## src/rtl/selftest_ctx_pkg.sv

```systemverilog
package selftest_ctx_pkg;
   localparam int DATA_W   = 8;
   localparam int BIT_REQ  = 7;
   localparam int BIT_SYS  = 1;
   // bits kept across general reset: 6..2 and 0
   localparam logic [6:0] STICKY_MASK = 7'b111_1101;
   // defaults of bits 6..0: only the fail flag (bit 4) is set
   localparam logic [6:0] CTX_DEFAULT = 7'b001_0000;

   typedef enum logic {SEQ_IDLE = 1'b0, SEQ_HOLD = 1'b1} seq_state_t;

   function automatic logic [DATA_W-1:0] pack_reg(input logic busy, input logic [6:0] ctx);
      return {busy, ctx};
   endfunction
endpackage

```

## src/rtl/stc_bus_decode.sv

```systemverilog
module stc_bus_decode #(
   parameter int          ADDR_W   = 12,
   parameter logic [ADDR_W-1:0] REG_ADDR = 12'h629
) (
   input  logic              bus_sel,
   input  logic              bus_wr,
   input  logic [ADDR_W-1:0] bus_addr,
   input  logic              wdata_req,
   output logic              wr_hit,
   output logic              rd_hit,
   output logic              req_hit
);
   logic addr_match;
   assign addr_match = (bus_addr == REG_ADDR);
   assign wr_hit     = bus_sel &  bus_wr & addr_match;
   assign rd_hit     = bus_sel & ~bus_wr & addr_match;
   assign req_hit    = wr_hit & wdata_req;
endmodule

```

## src/rtl/stc_ctx_store.sv

```systemverilog
module stc_ctx_store
   import selftest_ctx_pkg::*;
(
   input  logic       clk,
   input  logic       rst_n,
   input  logic       pf_rst_n,
   input  logic       wr_en,
   input  logic       clr_ctl,
   input  logic [6:0] wdata,
   output logic [6:0] ctx_q
);
   for (genvar b = 0; b < 7; b++) begin : g_bit
      if (STICKY_MASK[b]) begin : g_sticky
         always_ff @(posedge clk) begin
            if (!pf_rst_n)  ctx_q[b] <= CTX_DEFAULT[b];
            else if (wr_en) ctx_q[b] <= wdata[b];
         end
      end else begin : g_volatile
         always_ff @(posedge clk) begin
            if (!pf_rst_n || !rst_n) ctx_q[b] <= CTX_DEFAULT[b];
            else if (clr_ctl)        ctx_q[b] <= 1'b0;
            else if (wr_en)          ctx_q[b] <= wdata[b];
         end
      end
   end
endmodule

```

## src/rtl/stc_rst_seq.sv

```systemverilog
module stc_rst_seq
   import selftest_ctx_pkg::*;
#(
   parameter int PULSE_LEN = 16
) (
   input  logic clk,
   input  logic rst_n,
   input  logic pf_rst_n,
   input  logic req,
   input  logic sys_sel,
   output logic busy_o,
   output logic sys_o,
   output logic done_o,
   output logic finish_o
);
   seq_state_t state_q;
   logic       sys_en_q;
   logic       last;
   logic       accept;

   assign accept   = req & (state_q == SEQ_IDLE);
   assign finish_o = (state_q == SEQ_HOLD) & last;

   if (PULSE_LEN > 1) begin : g_count
      localparam int CNT_W = $clog2(PULSE_LEN);
      localparam logic [CNT_W-1:0] CNT_LOAD = CNT_W'(PULSE_LEN - 1);
      logic [CNT_W-1:0] cnt_q;
      always_ff @(posedge clk) begin
         if (!pf_rst_n || !rst_n)   cnt_q <= '0;
         else if (accept)           cnt_q <= CNT_LOAD;
         else if (cnt_q != '0)      cnt_q <= cnt_q - 1'b1;
      end
      assign last = (cnt_q == '0);
   end else begin : g_single
      assign last = 1'b1;
   end

   always_ff @(posedge clk) begin
      if (!pf_rst_n || !rst_n) begin
         state_q  <= SEQ_IDLE;
         sys_en_q <= 1'b0;
         done_o   <= 1'b0;
      end else begin
         done_o <= finish_o;
         if (accept) begin
            state_q  <= SEQ_HOLD;
            sys_en_q <= sys_sel;
         end else if (finish_o) begin
            state_q  <= SEQ_IDLE;
            sys_en_q <= 1'b0;
         end
      end
   end

   assign busy_o = (state_q == SEQ_HOLD);
   assign sys_o  = busy_o & sys_en_q;
endmodule

```

## src/rtl/selftest_ctx_reg.sv

```systemverilog
module selftest_ctx_reg
   import selftest_ctx_pkg::*;
#(
   parameter int                ADDR_W    = 12,
   parameter logic [ADDR_W-1:0] REG_ADDR  = 12'h629,
   parameter int                PULSE_LEN = 16
) (
   input  logic              clk,
   input  logic              rst_n,
   input  logic              pf_rst_n,
   input  logic              bus_sel,
   input  logic              bus_wr,
   input  logic [ADDR_W-1:0] bus_addr,
   input  logic [7:0]        bus_wdata,
   output logic [7:0]        bus_rdata,
   output logic              board_rst_o,
   output logic              sys_rst_o,
   output logic              rst_done_o
);
   if (PULSE_LEN < 1) begin : g_bad_len
      $error("PULSE_LEN must be at least 1");
   end
   if (ADDR_W < 1 || ADDR_W > 32) begin : g_bad_aw
      $error("ADDR_W out of range");
   end

   logic       wr_hit, rd_hit, req_hit;
   logic       busy, finish;
   logic [6:0] ctx_q;

   stc_bus_decode #(.ADDR_W(ADDR_W), .REG_ADDR(REG_ADDR)) u_dec (
      .bus_sel   (bus_sel),
      .bus_wr    (bus_wr),
      .bus_addr  (bus_addr),
      .wdata_req (bus_wdata[BIT_REQ]),
      .wr_hit    (wr_hit),
      .rd_hit    (rd_hit),
      .req_hit   (req_hit)
   );

   stc_rst_seq #(.PULSE_LEN(PULSE_LEN)) u_seq (
      .clk      (clk),
      .rst_n    (rst_n),
      .pf_rst_n (pf_rst_n),
      .req      (req_hit),
      .sys_sel  (bus_wdata[BIT_SYS]),
      .busy_o   (busy),
      .sys_o    (sys_rst_o),
      .done_o   (rst_done_o),
      .finish_o (finish)
   );

   stc_ctx_store u_store (
      .clk      (clk),
      .rst_n    (rst_n),
      .pf_rst_n (pf_rst_n),
      .wr_en    (wr_hit),
      .clr_ctl  (finish),
      .wdata    (bus_wdata[6:0]),
      .ctx_q    (ctx_q)
   );

   assign board_rst_o = busy;
   assign bus_rdata   = rd_hit ? pack_reg(busy, ctx_q) : '0;
endmodule

```

## config.mk

```make
export PLATFORM = sky130hd
export DESIGN_NAME = selftest_ctx_reg
export DESIGN_NICKNAME = d
export VERILOG_FILES = /design/src/rtl/selftest_ctx_pkg.sv /design/src/rtl/stc_bus_decode.sv /design/src/rtl/stc_ctx_store.sv /design/src/rtl/stc_rst_seq.sv /design/src/rtl/selftest_ctx_reg.sv
export SDC_FILE = /design/constraint.sdc
export NUM_CORES = 1
export LEC_CHECK = 0
export BUFFER_PORTS_ARGS = -buffer_cell sky130_fd_sc_hd__buf_2
export CELL_PAD_IN_SITES_DETAIL_PLACEMENT = 0
export CELL_PAD_IN_SITES_GLOBAL_PLACEMENT = 1
export CORE_MARGIN = 4
export CORE_UTILIZATION = 31
export DETAILED_ROUTE_END_ITERATION = 6
export PLACE_DENSITY_LB_ADDON = 0.1
export SLEW_MARGIN = 30
export SYNTH_ARGS = -nofsm -noshare
export SYNTH_HDL_FRONTEND = slang
export SYNTH_SLANG_ARGS = --single-unit
```

## constraint.sdc

```tcl
create_clock -name clk -period 2.85 [get_ports clk]
set_input_delay 0.7125 -clock clk [delete_from_list [all_inputs] [get_ports clk]]
set_output_delay 0.7125 -clock clk [all_outputs]
set_load 0.05 [all_outputs]
```

==> report_table.html, run 1 <==
<table>
<tr><th>Metric</th><th>Value</th></tr>
<tr><th colspan="2">Outcome</th></tr>
<tr><td>Outcome</td><td>complete, no violations</td></tr>
<tr><th colspan="2">Routing</th></tr>
<tr><td>Number of DRC markers in iteration 0</td><td>4</td></tr>
<tr><td>Routed wire length</td><td>between 1500 and 2000 um</td></tr>
<tr><td>ANT nets after route</td><td>0</td></tr>
<tr><td>First-pass iteration count of the detailed router</td><td>4</td></tr>
<tr><td>Via/cell ratio</td><td>between 4 and 5</td></tr>
<tr><td>Count of vias placed by the detailed router</td><td>a little over 700</td></tr>
<tr><td>DRC violations left</td><td>0</td></tr>
<tr><td>WL/cell</td><td>around 12 um</td></tr>
<tr><th colspan="2">Yosys</th></tr>
<tr><td>Number of cells produced by synthesis</td><td>81</td></tr>
<tr><td>Cell variety after synth</td><td>26</td></tr>
<tr><td>Yosys warning count</td><td>0</td></tr>
<tr><td>Fraction of synthesized cell area taken by the top area cell type</td><td>37.5%</td></tr>
<tr><td>Share of synthesized registers carrying an async set or reset</td><td>0%</td></tr>
<tr><td>Post-Syn Area per Cell</td><td>around 9 um^2</td></tr>
<tr><td>Most used DFF post-synth</td><td>sky130_fd_sc_hd__dfxtp_1</td></tr>
<tr><td>Mapped Nets</td><td>approximately 110</td></tr>
<tr><td>Sequential element share of the synthesized area</td><td>37.5%</td></tr>
<tr><td>Library cell with the largest summed area after synthesis</td><td>sky130_fd_sc_hd__dfxtp_1</td></tr>
<tr><td>Synth area leaders</td><td>sky130_fd_sc_hd__dfxtp_1 38%, sky130_fd_sc_hd__mux2i_1 12%, sky130_fd_sc_hd__and2_1 7.5%, sky130_fd_sc_hd__nand2_1 6.5%, sky130_fd_sc_hd__a21oi_1 3.4%</td></tr>
<tr><td>Post-synth EDFFs</td><td>0</td></tr>
<tr><td>Synthesis-stage register bit count</td><td>14</td></tr>
<tr><td>Cell Area, Synth</td><td>between 700 and 800 um^2</td></tr>
<tr><th colspan="2">Clocking</th></tr>
<tr><td>Hold_buf cts</td><td>0</td></tr>
<tr><td>Clk Tree Root Cell</td><td>sky130_fd_sc_hd__clkbuf_4</td></tr>
<tr><td>Maximum number of buffers from clock root to sink</td><td>2</td></tr>
<tr><td>CTS buffer count</td><td>3</td></tr>
<tr><td>Clock edge transition at the registers on the reported setup and hold paths</td><td>0.08 ns</td></tr>
<tr><td>Post CTS Setup Buffer Count</td><td>0</td></tr>
<tr><td>TritonCTS clock tree</td><td>built</td></tr>
<tr><td>H-tree levels</td><td>1</td></tr>
<tr><td>Number of sinks handled by clock tree synthesis</td><td>14</td></tr>
<tr><td>Worst-Skew Late Latency</td><td>0.27 ns</td></tr>
<tr><th colspan="2">Global route</th></tr>
<tr><td>Wire length of the first global-routing pass</td><td>2830 um</td></tr>
<tr><td>Global Route Usage Sum</td><td>11.0%</td></tr>
<tr><td>Pin count of the biggest net entering global routing</td><td>18</td></tr>
<tr><td>Number of global-route vias before repair</td><td>between 600 and 700</td></tr>
<tr><td>Grt total ovfl</td><td>0</td></tr>
<tr><td>Number of antenna violations at the first check in global routing</td><td>0</td></tr>
<tr><th colspan="2">Timing</th></tr>
<tr><td>Min setup slack post-route</td><td>0.0810 ns</td></tr>
<tr><td>Share of the clock period used by the worst path</td><td>between 90% and 100%</td></tr>
<tr><td>Worst-case headroom to the max-slew limit</td><td>between 80% and 90%</td></tr>
<tr><td>Final setup violating endpoints</td><td>0</td></tr>
<tr><td>Final worst hold slack</td><td>about 0.46 ns</td></tr>
<tr><td>Slew Viols, Final</td><td>0</td></tr>
<tr><td>Achievable frequency</td><td>between 300 and 400 MHz</td></tr>
<tr><td>Pin slew with the least headroom to its limit</td><td>~0.27 ns</td></tr>
<tr><td>Fin. Hold Viols</td><td>0</td></tr>
<tr><td>Unrepaired setup endpoints after global routing</td><td>no</td></tr>
<tr><td>Post-Route Skew</td><td>just over 0.0008 ns</td></tr>
<tr><td>Post-Route Setup TNS</td><td>0 ns</td></tr>
<tr><td>Clock period minus worst slack</td><td>approximately 2.8 ns</td></tr>
<tr><th colspan="2">Placed design</th></tr>
<tr><td>Placement-stage worst setup slack</td><td>-0.0358 ns</td></tr>
<tr><td>Number of placed instances, taps included</td><td>roughly 150</td></tr>
<tr><td>Placed wire-length estimate</td><td>1380 um</td></tr>
<tr><td>Final RePlAce weighted congestion</td><td>about 0.64</td></tr>
<tr><td>Number of buffer cells added on primary ports</td><td>35</td></tr>
<tr><td>Placed cell area</td><td>~990 um^2</td></tr>
<tr><th colspan="2">Cells and area</th></tr>
<tr><td>Relative area change from synthesis to final layout</td><td>44.1%</td></tr>
<tr><td>Post-layout net count</td><td>around 150</td></tr>
<tr><td>Post-Layout Inst Area</td><td>1080 um^2</td></tr>
<tr><td>Antenna diode instance count</td><td>0</td></tr>
<tr><td>Number of fillers in the final layout</td><td>between 200 and 250</td></tr>
<tr><td>Ratio of cells with drive above 1 in the final layout</td><td>46.7%</td></tr>
<tr><td>Most common cell after layout, fill and taps aside</td><td>sky130_fd_sc_hd__buf_2</td></tr>
<tr><td>Highest-count cells in the layout ignoring fill and taps</td><td>27 x sky130_fd_sc_hd__buf_2, 14 x sky130_fd_sc_hd__dfxtp_1, 13 x sky130_fd_sc_hd__nand2_1, 9 x sky130_fd_sc_hd__mux2i_1, 8 x sky130_fd_sc_hd__and2_2</td></tr>
<tr><td>Filler-free cell count of the finished design</td><td>148</td></tr>
<tr><th colspan="2">Power</th></tr>
<tr><td>Maximum VDD drop</td><td>between 0.2 and 0.3 mV</td></tr>
<tr><td>Switching power as a share of total power</td><td>a little under a third</td></tr>
<tr><td>Pleak</td><td>roughly 0.47 nW</td></tr>
<tr><td>Share of total power in combinational logic</td><td>between 30% and 40%</td></tr>
<tr><td>Power density over the cells</td><td>497 nW/um^2</td></tr>
<tr><td>Share of total power in the clock network</td><td>roughly a fifth</td></tr>
<tr><td>Cell internal power dissipation</td><td>0.371 mW</td></tr>
<tr><td>Seq pwr share</td><td>between 40% and 50%</td></tr>
<tr><td>Switching power total</td><td>approximately 0.16 mW</td></tr>
<tr><th colspan="2">Setup path</th></tr>
<tr><td>Category of the most critical setup path</td><td>in2out</td></tr>
<tr><td>Biggest fanout along the worst timing path</td><td>8</td></tr>
<tr><td>Cell count of the worst reg-to-reg path</td><td>3</td></tr>
<tr><td>Endpoint type of the worst setup path</td><td>output pin</td></tr>
<tr><td>Startpoint types</td><td>input pin</td></tr>
<tr><td>Critical path required time</td><td>around 2.1 ns</td></tr>
<tr><td>Arrival time at the worst endpoint</td><td>between 2 and 2.5 ns</td></tr>
<tr><th colspan="2">Die</th></tr>
<tr><td>Io pins</td><td>36</td></tr>
<tr><td>Y dimension of the die</td><td>57.1 um</td></tr>
<tr><td>Width of the die</td><td>57.1 um</td></tr>
<tr><td>Floorplan row count</td><td>17</td></tr>
<tr><td>Initial standard-cell utilization of the core</td><td>between 30% and 40%</td></tr>
<tr><td>Area of the core</td><td>2250 um^2</td></tr>
<tr><td>Area enclosed by the die boundary</td><td>3260 um^2</td></tr>
<tr><th colspan="2">Min path</th></tr>
<tr><td>Tightest Hold Check Type</td><td>reg2reg</td></tr>
<tr><td>Count of cells along the worst hold path</td><td>2</td></tr>
<tr><th colspan="2">Job</th></tr>
<tr><td># Max-Cap Violations</td><td>0</td></tr>
</table>
[flip-flops by register name, indices dropped and copies added, names as in the netlist]
| signal | flops |
|---|---|
| u_seq.done_o | 1 |
| u_seq.g_count.cnt_q | 4 |
| u_store.ctx_q | 7 |
| u_seq.sys_en_q | 1 |
| u_seq.busy_o | 1 |
[worst paths after layout]
kind | start | endpoint | slack (ns)
hold / removal | u_store.ctx_q[5]$_SDFFE_PN0P_ | u_store.ctx_q[5]$_SDFFE_PN0P_ | 0.46
setup / recovery | bus_wr | bus_rdata[1] | 0.08
hold reg to reg | u_store.ctx_q[5]$_SDFFE_PN0P_ | u_store.ctx_q[5]$_SDFFE_PN0P_ | 0.46
setup reg to reg | u_seq.busy_o$_SDFFE_PP0P_ | u_seq.sys_en_q$_SDFFE_PP0P_ | 1.10
[per-stage QoR]
stage	total power [mW]	util (%)
after floorplan	0.387	-
after global placement	0.429	44.0
after detailed placement	0.432	44.0
after CTS	0.543	45.8
after global routing	0.578	47.7
final	0.535	47.7
[critical path, cell delays in order]
cell and delay, ns:
sky130_fd_sc_hd__buf_2 0.11, sky130_fd_sc_hd__or3b_2 0.50, sky130_fd_sc_hd__nor4_4 0.25, sky130_fd_sc_hd__buf_4 0.18, sky130_fd_sc_hd__and2_2 0.15, sky130_fd_sc_hd__buf_6 0.15
[kinds of logic (layout without fill, tap and decap cells)]
family,after synthesis,count (layout),share of synthesized area [%]
fa+ha+maj,2,2,3.35
simple gates,43,43,37.2
xor+xnor,2,2,2.35
buf+inv,5,44,2.68
compound gates,5,5,3.35
flops,14,14,37.5
mux,10,10,13.6
[timing repair]
item	in CTS	in global routing
endpoints found under the hold margin	0	0
pin swaps	0	1
setup endpoints to repair	8	8
resized for setup	8	10
[power by group through the flow]
stage	clock network, mW	logic [mW]	registers (mW)
2_1_floorplan	0	0.158	0.229
3_3_place_gp	0	0.197	0.232
3_5_place_dp	0	0.199	0.233
4_1_cts	0.114	0.201	0.228
5_1_grt	0.123	0.226	0.229
6_report	0.107	0.200	0.228
[Yosys cell counts (all sizes together), types with 2 or more instances]
master,number
mux2i,9
or3b,2
nor4,2
nor2b,2
and2,9
dfxtp,14
nand3b,2
nand2,13
ha,2
clkbuf,3
nand4,3
inv,2
a21oi,5
nand4bb,2
nor2,2
[layer usage]
| layer | GRT usage [%] | part of all wire (%) | up-vias |
|---|---|---|---|
| met3 | 2.94 | 5.5 | 2 |
| met2 | 18.8 | 51 | 19 |
| met5 | 0 | 0 | - |
| met4 | 4.97 | 0.69 | 0 |
| li1 | - | - | 362 |
| met1 | 12.7 | 43 | 330 |
[cell type report]
| cell class | instances | area (um^2) | area share, % |
|---|---|---|---|
| clock buffers | 3 | 22.5 | 2.09 |
| well taps | 28 | 35.0 | 3.26 |
| repair buffers | 39 | 259 | 24.1 |
| inverters | 2 | 7.51 | 0.698 |
| multi-input cells | 62 | 472 | 43.8 |
| flip-flops and latches | 14 | 280 | 26.0 |
(Power assumes the default switching activity.)
==> run 2, diff against run 1 <==
==> constraint.sdc (replaced) <==
create_clock -name clk -period 2.85 [get_ports clk]
set_input_delay 0 -clock clk [delete_from_list [all_inputs] [get_ports clk]]
set_output_delay 0 -clock clk [all_outputs]
set_load 0.05 [all_outputs]
==> run 2 against run 1 <==
  * Power is 7.6% higher
  * Clock skew about the same
  * Clock-buffer cell count up 1
  * Sequential share of layout area up 0.43 points
  * Core utilization decreased by 0.78 points
  * Die area is the same
  * Sequential power about the same
  * Hold slack got worse by 0.43 ns
  * Critical endpoint is now u_seq.sys_en_q$_SDFFE_PP0P_
  * Largest cell class unchanged
==> report_table.html, run 2 (same netlist as run 1, synthesis figures left out) <==
<table>
<tr><th>Metric</th><th>Value</th></tr>
<tr><th colspan="2">Routing</th></tr>
<tr><td>Count of vias placed by the detailed router</td><td>742 (+4.1%)</td></tr>
<tr><td>DRC violations left</td><td>0 (unchanged)</td></tr>
<tr><td>Routed wire length</td><td>1750 um (+0.81%)</td></tr>
<tr><td>First-pass iteration count of the detailed router</td><td>4 (unchanged)</td></tr>
<tr><td>ANT nets after route</td><td>0 (unchanged)</td></tr>
<tr><td>Number of DRC markers in iteration 0</td><td>12 (+8)</td></tr>
<tr><td>Via/cell ratio</td><td>4.85 (+0.67%)</td></tr>
<tr><td>WL/cell</td><td>11.4 um (-2.5%)</td></tr>
<tr><th colspan="2">Global route</th></tr>
<tr><td>Number of global-route vias before repair</td><td>733 (+8.8%)</td></tr>
<tr><td>Grt met1 use</td><td>13.9% (+1.3 points)</td></tr>
<tr><td>Grt total ovfl</td><td>0 (unchanged)</td></tr>
<tr><td>Global Route Usage Sum</td><td>11.2% (+0.29 points)</td></tr>
<tr><td>GRT Max-Usage Layer</td><td>met2</td></tr>
<tr><td>Number of antenna violations at the first check in global routing</td><td>0 (unchanged)</td></tr>
<tr><td>Wire length of the first global-routing pass</td><td>2900 um (+2.7%)</td></tr>
<tr><td>Met3 track demand over resource in global routing</td><td>2.04% (-0.90 points)</td></tr>
<tr><td>GR met2 Demand/Resource</td><td>18.4% (-0.33 points)</td></tr>
<tr><td>Pin count of the biggest net entering global routing</td><td>18 (unchanged)</td></tr>
<tr><th colspan="2">Cells and area</th></tr>
<tr><td>Highest-count cells in the layout ignoring fill and taps</td><td>35 x sky130_fd_sc_hd__buf_2, 14 x sky130_fd_sc_hd__dfxtp_1, 13 x sky130_fd_sc_hd__nand2_1, 9 x sky130_fd_sc_hd__and2_1, 9 x sky130_fd_sc_hd__mux2i_1</td></tr>
<tr><td>Number of fillers in the final layout</td><td>240 (-2.0%)</td></tr>
<tr><td>Post-layout net count</td><td>153 (+2.7%)</td></tr>
<tr><td>Number of flip-flops under the largest register name</td><td>7 (unchanged)</td></tr>
<tr><td>Most common cell after layout, fill and taps aside</td><td>sky130_fd_sc_hd__buf_2</td></tr>
<tr><td>Reg with most FFs</td><td>u_store.ctx_q</td></tr>
<tr><td>Leading registers by flop count</td><td>u_store.ctx_q: 7 flops, u_seq.g_count.cnt_q: 4 flops</td></tr>
<tr><td>Post-Layout Inst Area</td><td>1060 um^2 (-1.6%)</td></tr>
<tr><td>Seq. cell area</td><td>280 um^2 (unchanged)</td></tr>
<tr><td>Ratio of cells with drive above 1 in the final layout</td><td>36.0% (-11 points)</td></tr>
<tr><td>Filler-free cell count of the finished design</td><td>153 (+3.4%)</td></tr>
<tr><td>Relative area change from synthesis to final layout</td><td>41.7%</td></tr>
<tr><td>Footprint of the multi-input gates</td><td>447 um^2 (-5.3%)</td></tr>
<tr><td>Antenna diode instance count</td><td>0 (unchanged)</td></tr>
<tr><td>Final core utilization</td><td>46.9% (-0.78 points)</td></tr>
<tr><th colspan="2">Clocking</th></tr>
<tr><td>TritonCTS clock tree</td><td>built</td></tr>
<tr><td>H-tree levels</td><td>1 (unchanged)</td></tr>
<tr><td>Post-cts sizing count</td><td>0 (-8)</td></tr>
<tr><td>Number of sinks handled by clock tree synthesis</td><td>14 (unchanged)</td></tr>
<tr><td>Clk Tree Root Cell</td><td>sky130_fd_sc_hd__clkbuf_4</td></tr>
<tr><td>Clock edge transition at the registers on the reported setup and hold paths</td><td>0.08 ns (about the same)</td></tr>
<tr><td>Maximum number of buffers from clock root to sink</td><td>2 (unchanged)</td></tr>
<tr><td>CTS buffer count</td><td>3 (unchanged)</td></tr>
<tr><td>Worst-Skew Late Latency</td><td>0.28 ns (about the same)</td></tr>
<tr><th colspan="2">Setup path</th></tr>
<tr><td>Endpoint type of the worst setup path</td><td>flop</td></tr>
<tr><td>Critical path required time</td><td>3.02 ns (+0.88 ns)</td></tr>
<tr><td>Category of the most critical setup path</td><td>reg2reg</td></tr>
<tr><td>CP delay by family, top</td><td>simple AND/OR/NAND/NOR gates</td></tr>
<tr><td>Worst path max stage delay</td><td>0.63 ns (+0.13 ns)</td></tr>
<tr><td>Slack of the worst reg-to-reg path</td><td>1.08 ns (-0.02 ns)</td></tr>
<tr><td>Arrival time at the worst endpoint</td><td>1.93 ns (-0.13 ns)</td></tr>
<tr><td>Critical-path cell with the highest stage delay</td><td>sky130_fd_sc_hd__or4_1</td></tr>
<tr><td>Startpoint types</td><td>flop</td></tr>
<tr><td>Biggest fanout along the worst timing path</td><td>6 (-2)</td></tr>
<tr><td>Worst path bufs/invs</td><td>0 (-3)</td></tr>
<tr><td>Cell chain of the critical path</td><td>or4bb_1 -&gt; or4_1 -&gt; mux2i_1</td></tr>
<tr><th colspan="2">Die</th></tr>
<tr><td>Width of the die</td><td>57.1 um (unchanged)</td></tr>
<tr><td>Floorplan row count</td><td>17 (unchanged)</td></tr>
<tr><td>Initial standard-cell utilization of the core</td><td>33.1% (unchanged)</td></tr>
<tr><td>Area enclosed by the die boundary</td><td>3260 um^2 (unchanged)</td></tr>
<tr><td>Area of the core</td><td>2250 um^2 (unchanged)</td></tr>
<tr><td>Y dimension of the die</td><td>57.1 um (unchanged)</td></tr>
<tr><td>Io pins</td><td>36 (unchanged)</td></tr>
<tr><th colspan="2">Timing</th></tr>
<tr><td>Min setup slack post-route</td><td>1.08 ns (+1.00 ns)</td></tr>
<tr><td>Pin slew with the least headroom to its limit</td><td>0.646 ns (+0.378 ns)</td></tr>
<tr><td>Clock period minus worst slack</td><td>1.77 ns (-1.00 ns)</td></tr>
<tr><td>Post-Route Skew</td><td>0.000435 ns (-0.000375 ns)</td></tr>
<tr><td>Slew Viols, Final</td><td>0 (unchanged)</td></tr>
<tr><td>Post-Route Setup TNS</td><td>0 ns (unchanged)</td></tr>
<tr><td>Final worst hold slack</td><td>0.0316 ns (-0.425 ns)</td></tr>
<tr><td>Unrepaired setup endpoints after global routing</td><td>no</td></tr>
<tr><td>Worst-case headroom to the max-slew limit</td><td>56.6% (-26 points)</td></tr>
<tr><td>Fin. Hold Viols</td><td>0 (unchanged)</td></tr>
<tr><td>Achievable frequency</td><td>566 MHz (+57%)</td></tr>
<tr><td>Final setup violating endpoints</td><td>0 (unchanged)</td></tr>
<tr><td>Share of the clock period used by the worst path</td><td>62.0% (-35 points)</td></tr>
<tr><th colspan="2">Placed design</th></tr>
<tr><td>Placed cell area</td><td>952 um^2 (-3.9%)</td></tr>
<tr><td>Placed wire-length estimate</td><td>1350 um (-2.3%)</td></tr>
<tr><td>Number of buffer cells added on primary ports</td><td>35 (unchanged)</td></tr>
<tr><td>Final RePlAce weighted congestion</td><td>0.782 (+22%)</td></tr>
<tr><td>Placement-stage worst setup slack</td><td>1.09 ns (+1.12 ns)</td></tr>
<tr><td>Number of placed instances, taps included</td><td>142 (-2.1%)</td></tr>
<tr><th colspan="2">Power</th></tr>
<tr><td>Power density over the cells</td><td>544 nW/um^2 (+9.4%)</td></tr>
<tr><td>Maximum VDD drop</td><td>0.397 mV (+51%)</td></tr>
<tr><td>Pleak</td><td>0.472 nW (-0.16%)</td></tr>
<tr><td>Total power consumption of the routed design</td><td>0.576 mW (+7.6%)</td></tr>
<tr><th colspan="2">Outcome</th></tr>
<tr><td>Outcome</td><td>complete, no violations</td></tr>
<tr><th colspan="2">Min path</th></tr>
<tr><td>Tightest Hold Check Type</td><td>in2reg</td></tr>
<tr><th colspan="2">Job</th></tr>
<tr><td># Max-Cap Violations</td><td>0 (unchanged)</td></tr>
</table>
[run 2: cell count changes in the layout (fill, tap and decap cells not counted), moves of 3 or more]
| cell | before | now |
|---|---|---|
| sky130_fd_sc_hd__buf_6 | 7 | 0 |
| sky130_fd_sc_hd__buf_4 | 4 | 1 |
| sky130_fd_sc_hd__dlygate4sd3_1 | 0 | 7 |
| sky130_fd_sc_hd__and2_1 | 1 | 9 |
| sky130_fd_sc_hd__buf_2 | 27 | 35 |
| sky130_fd_sc_hd__and2_2 | 8 | 0 |
[run 2: per-layer routing]
layer | share of wire (%) | up-vias | wire length [um]
met5 | 0 | - | 0
met4 | 2.2 | 0 | 38
met3 | 6.6 | 5 | 115
met2 | 47 | 26 | 817
met1 | 44 | 337 | 774
li1 | - | 374 | -
[run 2: path summary, 6_finish.rpt]
| kind | start | depth (start not counted) | to |
|---|---|---|---|
| hold reg to reg | u_store.ctx_q[5]$_SDFFE_PN0P_ | 2 | u_store.ctx_q[5]$_SDFFE_PN0P_ |
| setup reg to reg | u_seq.busy_o$_SDFFE_PP0P_ | 3 | u_seq.sys_en_q$_SDFFE_PP0P_ |
| hold / removal | rst_n | 3 | u_seq.sys_en_q$_SDFFE_PP0P_ |
| setup / recovery | u_seq.busy_o$_SDFFE_PP0P_ | 3 | u_seq.sys_en_q$_SDFFE_PP0P_ |
[run 2: repair_timing]
| action | 4_1_cts | 5_1_grt |
|---|---|---|
| hold buffers | 7 | 0 |
| setup buffers | 0 | 0 |
| hold endpoints to repair | 8 | 0 |
[run 2: area by class of cell]
type                    count  area share (%)
inverters                   2           0.709
repair buffers             43            23.9
clock buffers               4            3.43
flip-flops and latches     14            26.5
well taps                  28            3.31
multi-input cells          62            42.2
[run 2: tightest hold or removal path, delay by kind of cell]
kind,cells,cell delay [ns]
buffers and inverters,1,0.12
multiplexers,1,0.06
AND/OR/NAND/NOR,1,0.08
[run 2: power by group]
| group | internal [mW] | leakage (nW) | switching (mW) |
|---|---|---|---|
| Sequential | 0.214 | 0.113 | 0.0141 |
| Clock | 0.0777 | 0.0210 | 0.0630 |
| Combinational | 0.113 | 0.338 | 0.0943 |
| Total | 0.405 | 0.472 | 0.171 |
